[config.mk]
export PLATFORM = sky130hd
export DESIGN_NAME = dock_wrapper
export DESIGN_NICKNAME = d
export VERILOG_FILES = /design/src/rtl/dock_pkg.sv /design/src/rtl/dock_in_port.sv /design/src/rtl/dock_flush_ctrl.sv /design/src/rtl/dock_out_port.sv /design/src/rtl/dock_wrapper.sv
export SDC_FILE = /design/constraint.sdc
export NUM_CORES = 1
export LEC_CHECK = 0
export BUFFER_PORTS_ARGS = -buffer_cell sky130_fd_sc_hd__buf_2
export CAP_MARGIN = 10
export CELL_PAD_IN_SITES_DETAIL_PLACEMENT = 0
export CELL_PAD_IN_SITES_GLOBAL_PLACEMENT = 2
export CORE_UTILIZATION = 27
export DETAILED_ROUTE_END_ITERATION = 10
export HOLD_SLACK_MARGIN = 0.06
export PLACE_DENSITY_LB_ADDON = 0.1
export RECOVER_POWER = 100
export SLEW_MARGIN = 15
export SYNTH_ARGS = -nofsm -noshare
export SYNTH_HDL_FRONTEND = slang
export SYNTH_HIERARCHICAL = 1
export SYNTH_SLANG_ARGS = --single-unit
[constraint.sdc]
create_clock -name clk -period 3 [get_ports clk]
set_clock_uncertainty 0.05 [all_clocks]
set_input_delay 0.75 -clock clk [delete_from_list [all_inputs] [get_ports clk]]
set_output_delay 0.75 -clock clk [all_outputs]
set_load 0.005 [all_outputs]
[src/rtl/dock_pkg.sv]
package dock_pkg;

    typedef enum logic [1:0] {
        HS_EMPTY    = 2'd0,
        HS_FULL     = 2'd1,
        HS_RETIRING = 2'd2,
        HS_DRAINING = 2'd3
    } hs_state_e;

    // Classify a lane from its request and acknowledge levels
    function automatic hs_state_e hs_classify(input logic req, input logic ack);
        case ({req, ack})
            2'b00:   return HS_EMPTY;
            2'b10:   return HS_FULL;
            2'b11:   return HS_DRAINING;
            default: return HS_RETIRING;
        endcase
    endfunction

endpackage

[src/rtl/dock_in_port.sv]
module dock_in_port
    import dock_pkg::*;
#(
    parameter int W = 37
) (
    input  logic         clk,
    input  logic         rst,
    input  logic         req_raw,
    input  logic [W:0]   word,
    input  logic         drain,
    input  logic         flush_set,
    output logic         ack_ext,
    output logic         ack_reg,
    output logic         flag,
    output logic [W-1:0] data,
    output logic         full
);

    logic eff_req;
    logic flush_q;

    assign flag    = word[W];
    assign data    = word[W-1:0];
    assign eff_req = req_raw & ~flag;
    assign full    = (hs_classify(eff_req, ack_reg) == HS_FULL);
    assign ack_ext = ack_reg | flush_q;

    always_ff @(posedge clk) begin
        if (rst) begin
            ack_reg <= 1'b1;
            flush_q <= 1'b0;
        end else begin
            if (drain)
                ack_reg <= 1'b1;
            else if (!eff_req && ack_reg)
                ack_reg <= 1'b0;
            if (!req_raw)
                flush_q <= 1'b0;
            else if (flush_set)
                flush_q <= 1'b1;
        end
    end

    // a lowered raw request clears the external acknowledge next edge
    p_ack_release_r4: assert property (@(posedge clk) disable iff (rst)
        !req_raw |=> !ack_ext);

    // the drain register only rises for an unflagged, requested word
    p_drain_unflagged_r2: assert property (@(posedge clk) disable iff (rst)
        $rose(ack_reg) |-> $past(req_raw && !word[W]));

endmodule

[src/rtl/dock_flush_ctrl.sv]
module dock_flush_ctrl #(
    parameter int N = 2
) (
    input  logic         clk,
    input  logic         rst,
    input  logic [N-1:0] req_raw,
    input  logic [N-1:0] ack_reg,
    input  logic [N-1:0] flag,
    output logic [N-1:0] flush_set
);

    logic all_waiting;

    assign all_waiting = &(req_raw & ~ack_reg);

    always_comb begin
        flush_set = '0;
        if (all_waiting) begin
            if (&flag)
                flush_set = '1;
            else if (|flag)
                flush_set = ~flag;
        end
    end

    // no flush decision unless every lane is requesting
    p_flush_needs_all_r10: assert property (@(posedge clk) disable iff (rst)
        (|flush_set) |-> (&req_raw));

    // a partial flush never touches a flagged lane
    p_partial_spares_flagged_r8: assert property (@(posedge clk) disable iff (rst)
        (|flush_set && !(&flag)) |-> ((flush_set & flag) == '0));

endmodule

[src/rtl/dock_out_port.sv]
module dock_out_port
    import dock_pkg::*;
#(
    parameter int W = 37
) (
    input  logic         clk,
    input  logic         rst,
    input  logic         fill,
    input  logic [W-1:0] fill_data,
    input  logic         ack,
    output logic         req,
    output logic [W-1:0] data,
    output logic         empty
);

    assign empty = (hs_classify(req, ack) == HS_EMPTY);

    always_ff @(posedge clk) begin
        if (rst) begin
            req  <= 1'b0;
            data <= '0;
        end else begin
            if (fill) begin
                req  <= 1'b1;
                data <= fill_data;
            end else if (req && ack) begin
                req <= 1'b0;
            end
        end
    end

    // request and data hold until acknowledged
    p_out_hold_r5: assert property (@(posedge clk) disable iff (rst)
        (req && !ack) |=> (req && $stable(data)));

    // request released after acknowledge
    p_out_release_r5: assert property (@(posedge clk) disable iff (rst)
        (req && ack) |=> !req);

endmodule

[src/rtl/dock_wrapper.sv]
module dock_wrapper
    import dock_pkg::*;
#(
    parameter int W = 37,
    parameter int N = 2
) (
    input  logic             clk,
    input  logic             rst,
    input  logic [N-1:0]     in_req,
    input  logic [N*(W+1)-1:0] in_word,
    output logic [N-1:0]     in_ack,
    output logic             out_req,
    output logic [W-1:0]     out_word,
    input  logic             out_ack
);

    localparam int LW = W + 1;

    logic [N-1:0]   lane_full;
    logic [N-1:0]   lane_ack_reg;
    logic [N-1:0]   lane_flag;
    logic [N-1:0]   lane_flush;
    logic [W-1:0]   lane_data [N];
    logic [W-1:0]   sum;
    logic           out_empty;
    logic           fire;

    for (genvar i = 0; i < N; i++) begin : g_lane
        dock_in_port #(.W(W)) u_in (
            .clk       (clk),
            .rst       (rst),
            .req_raw   (in_req[i]),
            .word      (in_word[i*LW +: LW]),
            .drain     (fire),
            .flush_set (lane_flush[i]),
            .ack_ext   (in_ack[i]),
            .ack_reg   (lane_ack_reg[i]),
            .flag      (lane_flag[i]),
            .data      (lane_data[i]),
            .full      (lane_full[i])
        );
    end

    dock_flush_ctrl #(.N(N)) u_flush (
        .clk       (clk),
        .rst       (rst),
        .req_raw   (in_req),
        .ack_reg   (lane_ack_reg),
        .flag      (lane_flag),
        .flush_set (lane_flush)
    );

    // Stand-in core: modular sum of all lanes
    always_comb begin
        sum = '0;
        for (int i = 0; i < N; i++)
            sum = sum + lane_data[i];
    end

    assign fire = (&lane_full) && out_empty;

    dock_out_port #(.W(W)) u_out (
        .clk       (clk),
        .rst       (rst),
        .fill      (fire),
        .fill_data (sum),
        .ack       (out_ack),
        .req       (out_req),
        .data      (out_word),
        .empty     (out_empty)
    );

    // output only starts from an empty lane
    p_fill_from_empty_r6: assert property (@(posedge clk) disable iff (rst)
        $rose(out_req) |-> $past(!out_req && !out_ack));

    // a flush round never produces an output
    p_flush_no_output_r7: assert property (@(posedge clk) disable iff (rst)
        (|lane_flush) |=> !$rose(out_req));

endmodule

# Yosys cells after proc, flatten, opt, wreduce, memory -nomap -nowiden
# Cells that the tools add are included.
totals:
  in_bits: 81
  word_cells: 52
  regBits: 42
classes:
  n_eq_ne: 8
  n_mux: 8
  addsub: 1
  n_reduce_logical: 18
  bitwise_logic: 11
ops:
  columns: ["op", "count"]
  rows:
  - ["37-bit adder", 1]
  - ["2-bit case mux with 3 select lines", 3]
  - ["2-bit equality test (second input constant)", 6]
  - ["2-bit zero test", 4]
  - ["2-bit OR reduction", 4]
  - ["2-bit two-way mux", 3]
  - ["2-bit AND reduction", 3]
  - ["2-bit by 1-bit equality test with 1-bit output (second input constant)", 2]
  - ["1-bit logical AND", 4]
  - ["1-bit inverter", 4]
  - ["2-bit inverter", 2]
  - ["1-bit bitwise AND", 2]
  - ["2-bit bitwise AND", 1]
  - ["1-bit zero test", 2]
  - ["1-bit two-way mux", 2]
  - ["1-bit OR", 2]
  - ["2-bit nonzero test", 1]

# Longest topological paths before layout
# Gate-level depths: netlist of run 1.
logic_depth:
  ltp_word: 8
  depth_mapped: 13
  mapped_depth_nobuf: 12

# By module
# The synthesis of run 1 kept the hierarchy.
modules_own_cells:
  columns: ["module", "area_each_um2", "cells_per_inst", "seq_area_each_um2", "instances"]
  rows:
  - ["dock_wrapper", 2029.4, 287, 0.0, 1]
  - ["dock_out_port", 1365.1, 124, 760.7, 1]
  - ["dock_in_port", 364.1, 46, 40.0, 2]
  - ["dock_flush_ctrl", 27.5, 3, 0.0, 1]

# Worst setup path before layout of run 1
# Ideal clock, no wire load.
synth_path:
  path_type: "input port to flip-flop"
  from: "input port in_word[38]"
  to: "register u_out.data[34]"
  setup_time_ps: 117
  n_path_buf: 1
  stages: 13
  path_slack_ps: -22
  t_arrival_ps: 2855
  path_cell_list: "buf_4 ha_1 fa_1 a21oi_2 o22ai_2 o2111ai_2 a21oi_2 o21ai_2 o21ai_2 a221oi_2 xnor2_1 mux2i_1 nor2_1"
synth_between:
  elab_chain_cells: 1
synth_lines:
  columns: ["element", "line", "source"]
  rows:
  - ["from (decl)", "dock_wrapper.sv:10", "input logic [N*(W+1)-1:0] in_word,"]
  - ["37-bit adder", "dock_wrapper.sv:57", "sum = sum + lane_data[i];"]
  - ["named net sum[34]", "dock_wrapper.sv:24", "logic [W-1:0] sum;"]
  - ["to (signal assigned)", "dock_out_port.sv:25", "data <= fill_data;"]
  - ["to (decl)", "dock_out_port.sv:12", "output logic [W-1:0] data,"]
# The timed path passes the listed nets, and every way through them passes these cells.
# A chain may end at the register's enable or synchronous reset.

# Final worst setup path of run 1
layout_path:
  from: "input port in_word[47]"
  to: "register u_out.data[29]"
# The elaborated chain is that of the path after synthesis.

==> impl_metrics.json, run 1 <==
{
  "synthFlopType": "dfxtp_1",
  "largest_reg_flops": 37,
  "insertion_delay_ns": 0.29,
  "peakVddDrop_mv": 0.1906,
  "maxCapViolations": 1,
  "synth_top_area_frac": 0.2026,
  "fmax_mhz": 351.2,
  "place_worst_setup_slack_ns": -0.2260,
  "worstPathMaxFanout": 4,
  "crit_top_cell": "o21ai_2",
  "period_share": 0.9491,
  "hold_path.startpoint": "u_out/req",
  "coreArea_sq_um": 14750,
  "die_w_um": 126.0,
  "crit_buf_inv": 2,
  "slowest_delay_ns": 0.35,
  "dr.pass1.iters": 4,
  "finalCoreUtilization": 0.3368,
  "ant_nets": 0,
  "cpLargestDelayFamily": "compound AO/OA/AOI/OAI gates",
  "synthTopCellsByArea": "dfxtp_1 (20%), buf_4 (14%), ha_1 (11%)",
  "nNetsFinal": 726,
  "initialDrtViolationCount": 119,
  "min_path_type": "reg -> reg",
  "setup_viol": 0,
  "die_area_sq_um": 15870,
  "ys_seq_area_frac": 0.2026,
  "ctsHoldBuffers": 0,
  "grt_pass1_vias": 3666,
  "min_period_ns": 2.847,
  "grt_setup_unrepaired": "no",
  "start_util": 0.2813,
  "root_buffer": "clkbuf_16",
  "grt_overflow": 0,
  "synth-edff-count": 0,
  "worstPathArrival_ns": 2.95,
  "final_cell_mix": "buf_2 (96), buf_4 (66), nor2_1 (61)",
  "cts_tree": "built",
  "syn_to_final_growth_pct": 19.75,
  "synthesis.area_sq_um": 4150,
  "relSlewSlack": -0.001527,
  "tightestPinTransition_ns": 1.502,
  "critical_path_class": "in -> reg",
  "antenna_found_initial": 0,
  "io-pin-count": 121,
  "final_max_slew_viol_count": 20,
  "cp_slowest_cell": "ha_1",
  "dpl.hpwl_mm": 9.369,
  "r2r_setup_slack_ns": 0.51,
  "cts_buffers": 5,
  "drive_gt1_frac": 0.3300,
  "outcome": "finished with violations",
  "min_to": "u_out/req",
  "min_path_cells": 2,
  "yosys_warnings": 6,
  "totalWireLength_mm": 11.46,
  "synthArstFlopShare": 0,
  "cellLeakagePower_nw": 2.241,
  "reg2reg_to": "u_out/data[23]",
  "path_clk_slew_ns": 0.07,
  "wl_per_cell_um": 14.45,
  "track_usage": 0.1466,
  "p_per_area_nw_per_um2": 388.9,
  "hold_viol": 0,
  "clock_sinks": 42,
  "rr_startpoint": "g_lane[0].u_in/ack_reg",
  "yosys.cell_types.count": 59,
  "vias_per_cell": 4.576,
  "syn_nets": 624,
  "crit_chain": "buf_2, ha_1, nand2_1, nor3_1, o21ai_0, buf_4, a31oi_4, o21ai_2, o21ai_2, a21boi_1, xnor2_1, mux2i_1, nor2_1",
  "cts_buffer_depth": 2,
  "postSynthAreaPerCell_sq_um": 8.202,
  "synth_area_leader_cell": "dfxtp_1",
  "port-buffer-count": 120,
  "synth_seq_cells": 42,
  "cp.required_ns": 3.10,
  "num_vias": 3629,
  "placement_rows": 44,
  "antenna_cells": 0,
  "grt_pass1_wl_mm": 18.53,
  "worst-r2r-cell-count": 5,
  "violations": "capacitance limit, slew limit",
  "worst_setup_path_start_kind": "input port",
  "die_h_um": 126.0,
  "htree_levels": 2,
  "place_congestion": 0.7762,
  "final_common_cell": "buf_2",
  "grt_max_degree": 43,
  "setup_slack_ns": 0.1528,
  "syn_inst": 506,
  "drt_drc_violations_left": 0,
  "end_kind": "flip-flop"
}
-- routing by layer --
metal	part of all wire	global-route usage	wire (um)	vias up
li1	-	-	-	1894
met2	0.45	0.2395	5142	83
met5	0	0	0	-
met3	0.038	0.02591	434	7
met1	0.51	0.1996	5791	1645
met4	0.0077	0.03402	88	0
-- through the flow --
step,instance area [sq um],hold slack [ns],power [mW],setup TNS [ns],cells
floorplan,4150,0.4176,1.069,0,506
global placement,4806,0.4217,1.296,-1.751,784
detailed placement,4806,0.4253,1.291,-2.179,784
CTS,4975,0.4371,1.976,0,792
global route,4970,0.4661,2.066,0,793
finish,4970,0.4357,1.933,0,793
-- cells in the mapped netlist, drive strengths merged, types with 3 or more instances --
| library cell | number |
|---|---|
| nand2 | 29 |
| o21bai | 5 |
| o21ai | 22 |
| inv | 13 |
| nor3b | 4 |
| clkbuf | 5 |
| a21o | 14 |
| nor3 | 9 |
| nor2 | 61 |
| and2 | 6 |
| a21oi | 39 |
| mux2i | 37 |
| nand3 | 5 |
| dfxtp | 42 |
| a31oi | 5 |
| xor2 | 10 |
| a21boi | 3 |
| and3 | 6 |
| nand4 | 7 |
| ha | 36 |
| xnor2 | 25 |
| or2 | 3 |
| buf | 89 |
| nor2b | 4 |
-- tightest hold or removal path: cells and delay by family (launching register included) --
family           cells  cell delay (ns)
flip-flops           1             0.32
AO/OA/AOI/OAI        1             0.06
AND/OR/NAND/NOR      1             0.07
-- cell families (layout without fill, tap and decap cells) --
family	Yosys count	count (layout)	synth area share
buffers and inverters	107	210	0.1803
AOI/OAI and AO/OA	109	109	0.1833
muxes	37	37	0.08924
DFF	42	42	0.2026
and+or+nand+nor	139	139	0.1574
xor gates and xnor gates	35	35	0.07386
adders and majority gates	37	37	0.1134
-- worst max-delay path by stage --
| stage | startpoint | end | cells past startpoint |
|---|---|---|---|
| after floorplan | in_word[38] | u_out/data[34] | 13 |
| after global placement | in_word[38] | u_out/data[36] | 13 |
| after detailed placement | in_word[38] | u_out/data[36] | 13 |
| after CTS | in_word[38] | u_out/data[36] | 13 |
| after global routing | in_word[51] | u_out/data[29] | 12 |
| final | in_word[47] | u_out/data[29] | 13 |
-- report_power, final --
part | total [mW] | leakage, nW | switching [mW] | internal, mW
Combinational | 0.710 | 1.82 | 0.358 | 0.352
Clock | 0.659 | 0.0842 | 0.263 | 0.395
Sequential | 0.564 | 0.339 | 0.00291 | 0.562
-- timing repair --
action	CTS	global route
setup endpoints to repair	0	5
buffers inserted	0	1
endpoints found under the hold margin	0	0
resized for setup	0	5
-- layout make-up --
cell class / count / area (sq um)
Tap cell: 184 / 230.2
Multi-Input combinational cell: 357 / 2584
Inverter: 13 / 48.80
Clock inverter: 3 / 43.79
Sequential cell: 42 / 840.8
Fill cell: 1636 / 9784
Clock buffer: 5 / 125.1
Timing Repair Buffer: 189 / 1097
Power figures use the tool's default switching activity.
==> run 2: changes to the inputs <==
- CORE_UTILIZATION: 27 -> 33
- clock period: 3 -> 3.6 ns (I/O delays scaled with it)
==> run 2 against run 1 <==
The flow still finishes with violations (capacitance limit, slew limit). Sequential share of layout area up 2.2 points. Sequential power shrank 17%. Largest cell class unchanged. Critical path type unchanged. Via count decreased by 5.5%. Wire length down 9.7%. Worst hold slack better by 0.0017 ns. Clock power down 27%.
==> impl_metrics.json, run 2 (same netlist as run 1, synthesis figures left out) <==
{
  "dr.pass1.iters": 4,
  "path_depth": 13,
  "worstPathMaxFanout": 3,
  "min_path_type": "reg -> reg",
  "grt_overflow": 0,
  "n_fill_cell": 1339,
  "top_usage_layer": "met2",
  "end_kind": "flip-flop",
  "ant_nets": 0,
  "coreArea_sq_um": 12110,
  "htree_levels": 2,
  "die_w_um": 114.1,
  "worst_setup_path_start_kind": "input port",
  "cts_tree": "built",
  "critical_path_class": "in -> reg",
  "insertion_delay_ns": 0.29,
  "fin_hold_ws_ns": 0.4374,
  "finalCoreUtilization": 0.3638,
  "use_met2": 0.2667,
  "endpoint": "u_out/data[22]",
  "post_cts_buffers": 0,
  "fin_area_sq_um": 4407,
  "die_h_um": 114.1,
  "relSlewSlack": -0.4773,
  "setup_viol": 0,
  "drt_drc_violations_left": 0,
  "cp_slowest_cell": "fa_1",
  "dpl.hpwl_mm": 8.181,
  "initialDrtViolationCount": 112,
  "slowest_delay_ns": 0.43,
  "cellLeakagePower_nw": 1.912,
  "cpLargestDelayFamily": "compound AO/OA/AOI/OAI gates",
  "placement_rows": 40,
  "cts-resized-gates": 0,
  "crit_path_start": "in_word[38]",
  "r2r_setup_slack_ns": 2.02,
  "grt_use_met1": 0.2217,
  "maxCapViolations": 1,
  "fin_tns_setup_ns": 0,
  "path_clk_slew_ns": 0.07,
  "violations": "capacitance limit, slew limit",
  "antenna_cells": 0,
  "met3_usage": 0.02541,
  "totalWireLength_mm": 10.34,
  "grt_pass1_vias": 3413,
  "hold_viol": 0,
  "cts_buffers": 5,
  "grt_pass1_wl_mm": 16.86,
  "peakVddDrop_mv": 0.1607,
  "cts_buffer_depth": 2,
  "p_per_area_nw_per_um2": 324.6,
  "root_buffer": "clkbuf_16",
  "antenna_found_initial": 0,
  "grt_setup_unrepaired": "no",
  "postPlaceCellArea_sq_um": 4328,
  "syn_to_final_growth_pct": 6.180,
  "largest_reg_flops": 37,
  "period_share": 0.9086,
  "crit_buf_inv": 1,
  "final_max_slew_viol_count": 43,
  "crit_chain": "buf_2, ha_1, fa_1, a21oi_2, o22ai_1, o2111ai_1, a21oi_2, nor2_1, o21a_1, o21ai_1, xor2_1, mux2i_1, nor2_1",
  "worstPathArrival_ns": 3.32,
  "reg2reg_to": "u_out/data[21]",
  "min_period_ns": 3.271,
  "nNetsFinal": 664,
  "grt_max_degree": 43,
  "die_area_sq_um": 13030,
  "cp.required_ns": 3.65,
  "rr_startpoint": "g_lane[0].u_in/ack_reg",
  "track_usage": 0.1623,
  "worst-r2r-cell-count": 5,
  "clock_sinks": 42,
  "vias_per_cell": 4.797,
  "start_util": 0.3427,
  "io-pin-count": 121,
  "port-buffer-count": 120,
  "drive_gt1_frac": 0.2377,
  "wl_per_cell_um": 14.46,
  "fmax_mhz": 305.7,
  "final_common_cell": "buf_2",
  "final_cell_mix": "buf_2 (94), nor2_1 (61), dfxtp_1 (42)",
  "num_vias": 3430,
  "place_congestion": 0.7910,
  "tightestPinTransition_ns": 2.216,
  "outcome": "finished with violations",
  "ctsHoldBuffers": 0
}
## run 2: worst min-delay path, delay by kind of cell, from the launching register on
family | cells | cell delay (ns)
AO/OA/AOI/OAI | 1 | 0.05
flip-flops | 1 | 0.32
AND/OR/NAND/NOR | 1 | 0.07
## run 2: final cells by class
type                    count  area, sq um  area share
well taps                 168        210.2     0.04770
multi-input cells         357         2529      0.5738
flip-flops and latches     42        840.8      0.1908
inverters                  13        48.80     0.01107
clock inverters             3        23.77    0.005395
repair buffers            127        629.4      0.1428
clock buffers               5        125.1     0.02839
## run 2: per-layer routing
metal | vias up | share of wire
met5 | - | 0
met4 | 0 | 0.0099
met3 | 7 | 0.039
met2 | 85 | 0.44
met1 | 1570 | 0.51
li1 | 1768 | -
## run 2: worst min-delay path by stage
stage	from	end	slack [ns]	cells past startpoint
after detailed placement	u_out/data[31]	u_out/data[31]	0.43	2
after global placement	u_out/data[36]	u_out/data[36]	0.42	2
after global routing	u_out/data[0]	u_out/data[0]	0.46	2
final	u_out/req	u_out/req	0.44	2
after CTS	u_out/req	u_out/req	0.44	2
after floorplan	g_lane[0].u_in/flush_q	g_lane[0].u_in/flush_q	0.42	2
## run 2: through the flow
step	instances	setup slack (ns)	power [mW]
floorplan	506	0.4281	0.8909
global placement	707	0.06943	0.9763
detailed placement	707	0.06185	0.9716
CTS	715	0.3516	1.459
global route	715	0.09845	1.524
finish	715	0.3289	1.430
## run 2: power breakdown
| group | total [mW] | internal [mW] | switching, mW |
|---|---|---|---|
| Clock | 0.479 | 0.260 | 0.219 |
| Sequential | 0.470 | 0.468 | 0.00246 |
| Combinational | 0.481 | 0.211 | 0.269 |
